## src/rtl/pa_pkg.sv

```systemverilog
package pa_pkg;
  localparam int unsigned AW = 4;
  localparam logic [AW-1:0] A_MASK   = 4'd0;
  localparam logic [AW-1:0] A_UNLOCK = 4'd1;
  localparam logic [AW-1:0] A_TTHR   = 4'd2;
  localparam logic [AW-1:0] A_DTHR   = 4'd3;
  localparam logic [AW-1:0] A_FLEN   = 4'd4;
  localparam logic [AW-1:0] A_CLEAR  = 4'd5;
  localparam logic [AW-1:0] A_ROUTE0 = 4'd8;

  function automatic int unsigned max2(int unsigned a, int unsigned b);
    return (a > b) ? a : b;
  endfunction
endpackage

```

## src/rtl/pa_cfg_regs.sv

```systemverilog
module pa_cfg_regs
  import pa_pkg::*;
#(
  parameter int unsigned N_SRC    = 10,
  parameter int unsigned N_ABORT  = 2,
  parameter int unsigned N_OUT    = 4,
  parameter int unsigned TW       = 12,
  parameter int unsigned DW       = 12,
  parameter int unsigned FW       = 8,
  parameter int unsigned CW       = 12,
  parameter int unsigned TEMP_DEF = 2000,
  parameter int          DEW_DEF  = -300,
  parameter int unsigned FLEN_DEF = 4
) (
  input  logic                        clk,
  input  logic                        rst_n,
  input  logic                        we,
  input  logic [AW-1:0]               addr,
  input  logic [CW-1:0]               wdata,
  output logic [N_SRC-1:0]            mask_q,
  output logic [TW-1:0]               tthr_q,
  output logic signed [DW-1:0]        dthr_q,
  output logic [FW-1:0]               flen_q,
  output logic [N_OUT-1:0][N_SRC-1:0] route_q,
  output logic                        clr_req
);
  logic                        unlock_q, unlock_d;
  logic [N_SRC-1:0]            mask_d;
  logic [TW-1:0]               tthr_d;
  logic signed [DW-1:0]        dthr_d;
  logic [FW-1:0]               flen_d;
  logic [N_OUT-1:0][N_SRC-1:0] route_d;

  always_comb begin
    mask_d   = mask_q;
    unlock_d = unlock_q;
    tthr_d   = tthr_q;
    dthr_d   = dthr_q;
    flen_d   = flen_q;
    route_d  = route_q;
    clr_req  = 1'b0;
    if (we) begin
      case (addr)
        A_MASK: begin
          mask_d[N_SRC-1:N_ABORT] = wdata[N_SRC-1:N_ABORT];
          if (unlock_q) mask_d[N_ABORT-1:0] = wdata[N_ABORT-1:0];
        end
        A_UNLOCK: unlock_d = wdata[0];
        A_TTHR:   tthr_d   = wdata[TW-1:0];
        A_DTHR:   dthr_d   = $signed(wdata[DW-1:0]);
        A_FLEN:   flen_d   = wdata[FW-1:0];
        A_CLEAR:  clr_req  = wdata[0];
        default: ;
      endcase
      for (int k = 0; k < int'(N_OUT); k++) begin
        if (addr == A_ROUTE0 + AW'(k)) route_d[k] = wdata[N_SRC-1:0];
      end
    end
  end

  always_ff @(posedge clk or negedge rst_n) begin
    if (!rst_n) begin
      mask_q   <= '0;
      unlock_q <= 1'b0;
      tthr_q   <= TW'(TEMP_DEF);
      dthr_q   <= DW'(DEW_DEF);
      flen_q   <= FW'(FLEN_DEF);
      route_q  <= '1;
    end else begin
      mask_q   <= mask_d;
      unlock_q <= unlock_d;
      tthr_q   <= tthr_d;
      dthr_q   <= dthr_d;
      flen_q   <= flen_d;
      route_q  <= route_d;
    end
  end

  // abort mask bits frozen while unlock is clear
  p_abort_lock_r7: assert property (@(posedge clk) disable iff (!rst_n)
    !unlock_q |=> $stable(mask_q[N_ABORT-1:0]));
endmodule

```

## src/rtl/pa_line_filter.sv

```systemverilog
module pa_line_filter #(
  parameter int unsigned FW = 8
) (
  input  logic          clk,
  input  logic          rst_n,
  input  logic          line_ok,
  input  logic [FW-1:0] flen,
  output logic          fault_q
);
  logic          s1_q, s2_q;
  logic [FW-1:0] cnt_q, cnt_d;
  logic          fault_d;
  logic [FW:0]   lim, nxt;

  always_comb begin
    lim     = (flen == '0) ? (FW+1)'(1) : {1'b0, flen};
    nxt     = {1'b0, cnt_q} + (FW+1)'(1);
    fault_d = fault_q;
    cnt_d   = '0;
    if ((~s2_q) != fault_q) begin
      if (nxt >= lim) fault_d = ~s2_q;
      else            cnt_d   = nxt[FW-1:0];
    end
  end

  always_ff @(posedge clk or negedge rst_n) begin
    if (!rst_n) begin
      s1_q    <= 1'b0;
      s2_q    <= 1'b0;
      cnt_q   <= '0;
      fault_q <= 1'b1;
    end else begin
      s1_q    <= line_ok;
      s2_q    <= s1_q;
      cnt_q   <= cnt_d;
      fault_q <= fault_d;
    end
  end

  // filtered state holds while it agrees with the synchronised line
  p_filter_hold_r3: assert property (@(posedge clk) disable iff (!rst_n)
    (s2_q != fault_q) |=> $stable(fault_q));
endmodule

```

## src/rtl/pa_sensor_cmp.sv

```systemverilog
module pa_sensor_cmp #(
  parameter int unsigned N_TGRP = 6,
  parameter int unsigned TCH    = 16,
  parameter int unsigned TW     = 12,
  parameter int unsigned DW     = 12
) (
  input  logic                      clk,
  input  logic                      rst_n,
  input  logic [N_TGRP*TCH*TW-1:0]  temp_data,
  input  logic [TW-1:0]             tthr,
  input  logic signed [DW-1:0]      dew_data,
  input  logic signed [DW-1:0]      dthr,
  output logic [N_TGRP-1:0]         grp_flt_q,
  output logic                      dew_flt_q
);
  logic [N_TGRP-1:0] hot;
  logic              dew_hot;

  for (genvar g = 0; g < int'(N_TGRP); g++) begin : g_grp
    logic h;
    always_comb begin
      h = 1'b0;
      for (int c = 0; c < int'(TCH); c++) begin
        if (temp_data[(g*TCH + c)*TW +: TW] > tthr) h = 1'b1;
      end
    end
    assign hot[g] = h;
  end

  assign dew_hot = (dew_data > dthr);

  always_ff @(posedge clk or negedge rst_n) begin
    if (!rst_n) begin
      grp_flt_q <= '1;
      dew_flt_q <= 1'b1;
    end else begin
      grp_flt_q <= hot;
      dew_flt_q <= dew_hot;
    end
  end

  // all-zero readings can never exceed any threshold
  p_grp_idle_r4: assert property (@(posedge clk) disable iff (!rst_n)
    (temp_data == '0) |=> (grp_flt_q == '0));
endmodule

```

## src/rtl/pa_trip_core.sv

```systemverilog
module pa_trip_core #(
  parameter int unsigned N_SRC = 10,
  parameter int unsigned N_OUT = 4,
  parameter int unsigned IW    = 4
) (
  input  logic                        clk,
  input  logic                        rst_n,
  input  logic [N_SRC-1:0]            src_flt,
  input  logic [N_SRC-1:0]            mask,
  input  logic [N_OUT-1:0][N_SRC-1:0] route,
  input  logic                        clr_req,
  output logic [N_OUT-1:0]            trip_q,
  output logic                        ff_valid_q,
  output logic [IW-1:0]               ff_idx_q
);
  logic [N_SRC-1:0] en, any_route, blk;
  logic [N_OUT-1:0] hit, trip_d;
  logic             clr_ok, ff_valid_d;
  logic [IW-1:0]    low_idx, ff_idx_d;

  always_comb begin
    en        = src_flt & ~mask;
    any_route = '0;
    for (int k = 0; k < int'(N_OUT); k++) begin
      hit[k]    = |(en & route[k]);
      any_route = any_route | route[k];
    end
    blk    = en & any_route;
    clr_ok = clr_req && (blk == '0);
  end

  always_comb begin
    low_idx = '0;
    for (int i = int'(N_SRC) - 1; i >= 0; i--) begin
      if (blk[i]) low_idx = IW'(i);
    end
  end

  always_comb begin
    trip_d     = trip_q | hit;
    ff_valid_d = ff_valid_q;
    ff_idx_d   = ff_idx_q;
    if (clr_ok) begin
      trip_d     = '0;
      ff_valid_d = 1'b0;
    end else if (!ff_valid_q && (blk != '0)) begin
      ff_valid_d = 1'b1;
      ff_idx_d   = low_idx;
    end
  end

  always_ff @(posedge clk or negedge rst_n) begin
    if (!rst_n) begin
      trip_q     <= '1;
      ff_valid_q <= 1'b0;
      ff_idx_q   <= '0;
    end else begin
      trip_q     <= trip_d;
      ff_valid_q <= ff_valid_d;
      ff_idx_q   <= ff_idx_d;
    end
  end

  // a routed enabled fault sets the trip of that output
  p_trip_set_r1: assert property (@(posedge clk) disable iff (!rst_n)
    (hit != '0) |=> ((trip_q & $past(hit)) == $past(hit)));
  // without an accepted clear no trip bit falls
  p_trip_hold_r9: assert property (@(posedge clk) disable iff (!rst_n)
    !clr_ok |=> ((trip_q & $past(trip_q)) == $past(trip_q)));
  // a clear refused by a live fault leaves the first-fault record armed
  p_clr_block_r9: assert property (@(posedge clk) disable iff (!rst_n)
    (clr_req && (blk != '0)) |=> ff_valid_q);
  // captured index is held until an accepted clear
  p_ff_keep_r10: assert property (@(posedge clk) disable iff (!rst_n)
    (ff_valid_q && !clr_ok) |=> (ff_valid_q && $stable(ff_idx_q)));
endmodule

```

## src/rtl/permit_aggregator.sv

```systemverilog
module permit_aggregator
  import pa_pkg::*;
#(
  parameter int unsigned N_EXT    = 3,
  parameter int unsigned N_ABORT  = 2,
  parameter int unsigned N_TGRP   = 6,
  parameter int unsigned TCH      = 16,
  parameter int unsigned TW       = 12,
  parameter int unsigned DW       = 12,
  parameter int unsigned FW       = 8,
  parameter int unsigned N_PSG    = 2,
  parameter int unsigned N_SUB    = 2,
  parameter int unsigned TEMP_DEF = 2000,
  parameter int          DEW_DEF  = -300,
  parameter int unsigned FLEN_DEF = 4,
  localparam int unsigned N_SRC   = N_EXT + N_TGRP + 1,
  localparam int unsigned N_OUT   = N_PSG * N_SUB,
  localparam int unsigned IW      = $clog2(N_SRC),
  localparam int unsigned CW      = max2(max2(N_SRC, TW), max2(DW, FW))
) (
  input  logic                     clk,
  input  logic                     rst_n,
  input  logic [N_EXT-1:0]         ext_ok,
  input  logic [N_TGRP*TCH*TW-1:0] temp_data,
  input  logic signed [DW-1:0]     dew_data,
  input  logic                     cfg_we,
  input  logic [AW-1:0]            cfg_addr,
  input  logic [CW-1:0]            cfg_wdata,
  output logic [N_OUT-1:0]         permit,
  output logic                     first_fault_valid,
  output logic [IW-1:0]            first_fault_idx
);
  logic [N_SRC-1:0]            mask_q;
  logic [TW-1:0]               tthr_q;
  logic signed [DW-1:0]        dthr_q;
  logic [FW-1:0]               flen_q;
  logic [N_OUT-1:0][N_SRC-1:0] route_q;
  logic                        clr_req;
  logic [N_EXT-1:0]            ext_flt;
  logic [N_TGRP-1:0]           grp_flt;
  logic                        dew_flt;
  logic [N_SRC-1:0]            src_flt;
  logic [N_OUT-1:0]            trip_q;

  pa_cfg_regs #(
    .N_SRC(N_SRC), .N_ABORT(N_ABORT), .N_OUT(N_OUT), .TW(TW), .DW(DW),
    .FW(FW), .CW(CW), .TEMP_DEF(TEMP_DEF), .DEW_DEF(DEW_DEF),
    .FLEN_DEF(FLEN_DEF)
  ) u_cfg (
    .clk(clk), .rst_n(rst_n), .we(cfg_we), .addr(cfg_addr),
    .wdata(cfg_wdata), .mask_q(mask_q), .tthr_q(tthr_q),
    .dthr_q(dthr_q), .flen_q(flen_q), .route_q(route_q),
    .clr_req(clr_req)
  );

  for (genvar e = 0; e < int'(N_EXT); e++) begin : g_ext
    pa_line_filter #(.FW(FW)) u_flt (
      .clk(clk), .rst_n(rst_n), .line_ok(ext_ok[e]), .flen(flen_q),
      .fault_q(ext_flt[e])
    );
  end

  pa_sensor_cmp #(
    .N_TGRP(N_TGRP), .TCH(TCH), .TW(TW), .DW(DW)
  ) u_sens (
    .clk(clk), .rst_n(rst_n), .temp_data(temp_data), .tthr(tthr_q),
    .dew_data(dew_data), .dthr(dthr_q), .grp_flt_q(grp_flt),
    .dew_flt_q(dew_flt)
  );

  assign src_flt = {dew_flt, grp_flt, ext_flt};

  pa_trip_core #(.N_SRC(N_SRC), .N_OUT(N_OUT), .IW(IW)) u_core (
    .clk(clk), .rst_n(rst_n), .src_flt(src_flt), .mask(mask_q),
    .route(route_q), .clr_req(clr_req), .trip_q(trip_q),
    .ff_valid_q(first_fault_valid), .ff_idx_q(first_fault_idx)
  );

  assign permit = ~trip_q;
endmodule

```

## config.mk

```make
export PLATFORM = sky130hd
export DESIGN_NAME = permit_aggregator
export DESIGN_NICKNAME = d
export VERILOG_FILES = /design/src/rtl/pa_pkg.sv /design/src/rtl/pa_cfg_regs.sv /design/src/rtl/pa_line_filter.sv /design/src/rtl/pa_sensor_cmp.sv /design/src/rtl/pa_trip_core.sv /design/src/rtl/permit_aggregator.sv
export SDC_FILE = /design/constraint.sdc
export NUM_CORES = 2
export LEC_CHECK = 0
export BUFFER_PORTS_ARGS = -buffer_cell sky130_fd_sc_hd__buf_2
export CAP_MARGIN = 25
export CORE_AREA = 2 2 466 468
export DETAILED_ROUTE_END_ITERATION = 10
export DIE_AREA = 0 0 468 470
export PLACE_DENSITY = 0.3
export SLEW_MARGIN = 0
export SYNTH_ARGS = -nofsm -noshare
export SYNTH_HDL_FRONTEND = slang
export SYNTH_SLANG_ARGS = --single-unit
```

## constraint.sdc

```tcl
create_clock -name clk -period 4.9 [get_ports clk]
set_input_delay 0.735 -clock clk [delete_from_list [all_inputs] [get_ports clk]]
set_output_delay 0.735 -clock clk [all_outputs]
set_load 0.05 [all_outputs]
```

==> impl_metrics.yaml <==
status:
  outcome: "finished, final reports clean"
synthesis:
  yosysSeqAreaShare_pct: 10.98
  yosys_warnings: 0
  synth_area_per_cell_um2: 8.998
  synthFlopType: "dfstp_2"
  synth-seq-cells: 132
  synthCells: 3428
  synthDistinctLibCells: 65
  synth-edff-count: 0
  async_flop_share_pct: 100.0
  netlist_area_um2: 30850
  synth_fp_nets: 5805
timing:
  hold_viol_final: 0
  rsz0062_at_grt: "no"
  fin_worst_skew_ns: 0.02133
  finalCritPeriodShare_pct: 78.14
  setup_viol: 0
  relSlewSlack_pct: 37.80
  finalMaxSlewViolations: 0
  min_period_ns: 3.829
  fin_setup_tns_ns: 0
  layout_setup_ws_ns: 1.071
  worst_slew_pin_slew_ns: 0.9095
  fmax_mhz: 261.2
clock_tree:
  cts.sinks: 132
  cts-root-buf: "clkbuf_16"
  clkLatencyLatePin_ns: 0.48
  h-tree-depth: 4
  cts_tree: "done"
  cts_made_buffers: 17
  cts_resized: 0
  post_cts.repair.setup_buffers: 0
  cts_buffer_depth: 2
  path_clk_slew_ns: 0.08
  hold_buffers: 0
pwr:
  seqPwrFrac_pct: 14.0
  p_leak_nw: 20.33
  switching_share_pct: 51.68
  switchingPower_mw: 5.908
  p_comb_share_pct: 74.2
  power_frac_clock_pct: 11.8
  ir_worst_vdd_v: 0.0002802
  intPower_mw: 5.523
  powerDensity_nw_per_um2: 271.0
setup_path:
  criticalPathCategory: "reg2reg"
  crit_slowest_cell: "a2111oi_0"
  startpoint_type: "register"
  critPathRequiredTime_ns: 5.30
  crit_top_cell: "or4_1"
  max_stage_delay_ns: 0.74
  cp.arrival_ns: 4.23
  worst-path-buf-inv: 2
  path_max_fanout: 38
  cp_top_family: "simple AND/OR/NAND/NOR gates"
  crit_chain: "inv_6 -> ha_1 -> nand4_1 -> a211oi_1 -> a2111oi_0 -> buf_4 -> o22ai_1 -> or4_1 -> or4_1"
  endpoint_kind: "register"
routing:
  drc: 0
  vias_per_cell: 4.414
  final_antenna_net_count: 0
  vias: 33890
  post_drt_wl_per_cell_um: 25.90
  dr.first_iter.drc_count: 1547
  drt_first_pass_iters: 5
  wirelength_um: 198900
finish:
  drive_gt1_share_pct: 31.46
  fill_cells: 24310
  nNetsFinal: 7109
  multi_input_area_um2: 26900
  syn_to_final_growth_pct: 36.77
  stdcell_count: 7678
  seq_area_um2: 3392
  final_area_um2: 42190
floorplanning:
  start_util_pct: 14.30
  rows: 171
  dieArea_um2: 220000
  ioPinCount: 1195
  die_w_um: 468
  core_area_um2: 215700
  die_y_um: 470
place:
  dp_hpwl_um: 170600
  post-place-ws_ns: 0.6263
  routabilityCongestion: 0.8678
  port_buffers: 1194
  dpl.cell_count: 7566
  placed_cell_area_um2: 41400
min_path:
  min_path_type: "in2async"
global_route:
  gr-total-overflow: 0
  antenna_found_initial: 171
  grt_pass1_wl_um: 271300
  grt_pass1_vias: 34780
  grt_max_degree: 65
  track_usage_pct: 17.50
flow_run:
  cap_violations: 0
[power groups by stage]
stage	Sequential (mW)	Combinational [mW]	Clock [mW]
after detailed placement	1.62	8.61	0
after floorplan	1.54	4.89	0
final	1.60	8.49	1.34
after CTS	1.61	8.69	1.41
after global placement	1.62	8.61	0
after global routing	1.63	9.72	1.45
[Yosys cell counts, types with 7 or more instances]
library cell  instances  area [um^2]
ha_1               1191        14900
and3_1                9        56.30
nand2_1             147        551.8
o211ai_1             84        630.6
inv_1               146        548.0
a21oi_1             398         1992
o21ai_0              49        245.2
o31ai_1              10        75.07
xnor2_1              11        96.34
mux2_2               72        810.8
nand2b_1             11        68.82
a31oi_1               8        50.05
nand4_1             282         1764
a2111oi_0            83        727.0
a22oi_1               8        60.06
dfrtp_1              64         1602
or3_1                 9        56.30
nor3_1               81        405.4
nor2b_1             117        732.0
nor4_1               17        106.4
dfstp_2              68         1787
nand3_1             178        890.9
a21boi_0              7        52.55
a21o_1               98        735.7
a211oi_1             90        675.7
nor2_1               62        232.7
xor2_1               10        87.58
o22ai_1              38        237.7
[area by class of cell]
type	count	share of cell area, %
sequential	132	8.040
clock inverter	15	0.3707
clock buffer	17	1.008
timing repair buffer	1293	16.45
tap	2854	8.465
inverter	146	1.430
antenna	79	0.4686
multi-input combinational	3142	63.76
[worst reg2reg max path, cell delays in order (launching register included)]
cell and delay (ns):
dfstp_2 0.39, inv_6 0.52, ha_1 0.48, nand4_1 0.16, a211oi_1 0.08, a2111oi_0 0.74
buf_4 0.24, o22ai_1 0.10, or4_1 0.51, or4_1 0.53
[flip-flops by register name (all words and copies together), names as in the netlist, 4 cells and up]
name and cells:
u_cfg.flen_q 8, u_core.trip_q 4, u_sens.grp_flt_q 6, u_core.ff_idx_q 4, u_cfg.tthr_q 12, u_cfg.mask_q 10, u_cfg.dthr_q 12, g_ext.u_flt.cnt_q 24
u_cfg.route_q 40
[metal layers]
metal  up-vias  wire [um]  GRT usage [%]
met5         -        531              0
met4        84       4023          3.791
met3       282      12380          3.792
met2      1052      93510          29.57
met1     15870      88420          22.57
li1      16600          -              -
[placed cells by master (no fill, tap or decap), drive strengths merged, types with 11 or more instances in the layout]
cell	n
nand4	282
diode	79
inv	150
nor4	17
o22ai	38
a211oi	90
nand3	178
nor3	81
clkbuf	17
dfrtp	64
nand2	147
o211ai	87
mux2	74
a21o	99
dfstp	68
buf	1293
a21oi	398
o21ai	52
ha	1191
xnor2	11
nor2b	118
nor2	62
nand2b	11
a2111oi	85
[final timing paths]
path | startpoint | to | slack [ns] | cells past startpoint
max | u_cfg.tthr_q[10] | u_sens.grp_flt_q[4] | 1.07 | 9
min | rst_n | u_cfg.dthr_q[3] | 0.27 | 1
max in group asynchronous | rst_n | u_cfg.mask_q[9] | 3.48 | 2
min in group clk | g_ext[0].u_flt.s1_q | g_ext[0].u_flt.s2_q | 0.35 | 0
max reg2reg | u_cfg.tthr_q[10] | u_sens.grp_flt_q[4] | 1.07 | 9
min reg2reg | g_ext[0].u_flt.s1_q | g_ext[0].u_flt.s2_q | 0.35 | 0
[cell families (layout without fill, tap and decap cells)]
kind of cell / count (synthesis) / after routing / synth area share (%)
mux: 75 / 75 / 2.734
compound gates: 918 / 918 / 19.11
fa+ha+maj: 1191 / 1191 / 48.31
buf+inv: 154 / 1471 / 1.874
xor+xnor: 21 / 21 / 0.5963
flops: 132 / 132 / 10.98
simple gates: 937 / 937 / 16.40
other cells: 0 / 79 / 0
[metrics by stage]
| step | power [mW] | utilization [%] | hold slack [ns] |
|---|---|---|---|
| global route | 12.80 | 19.52 | 0.3253 |
| floorplan | 6.430 | - | 0.3312 |
| global placement | 10.23 | 19.19 | 0.3396 |
| detailed placement | 10.24 | 19.20 | 0.3403 |
| CTS | 11.72 | 19.47 | 0.3030 |
| finish | 11.43 | 19.56 | 0.2684 |
No activity file was read; power rests on OpenSTA's default activity.
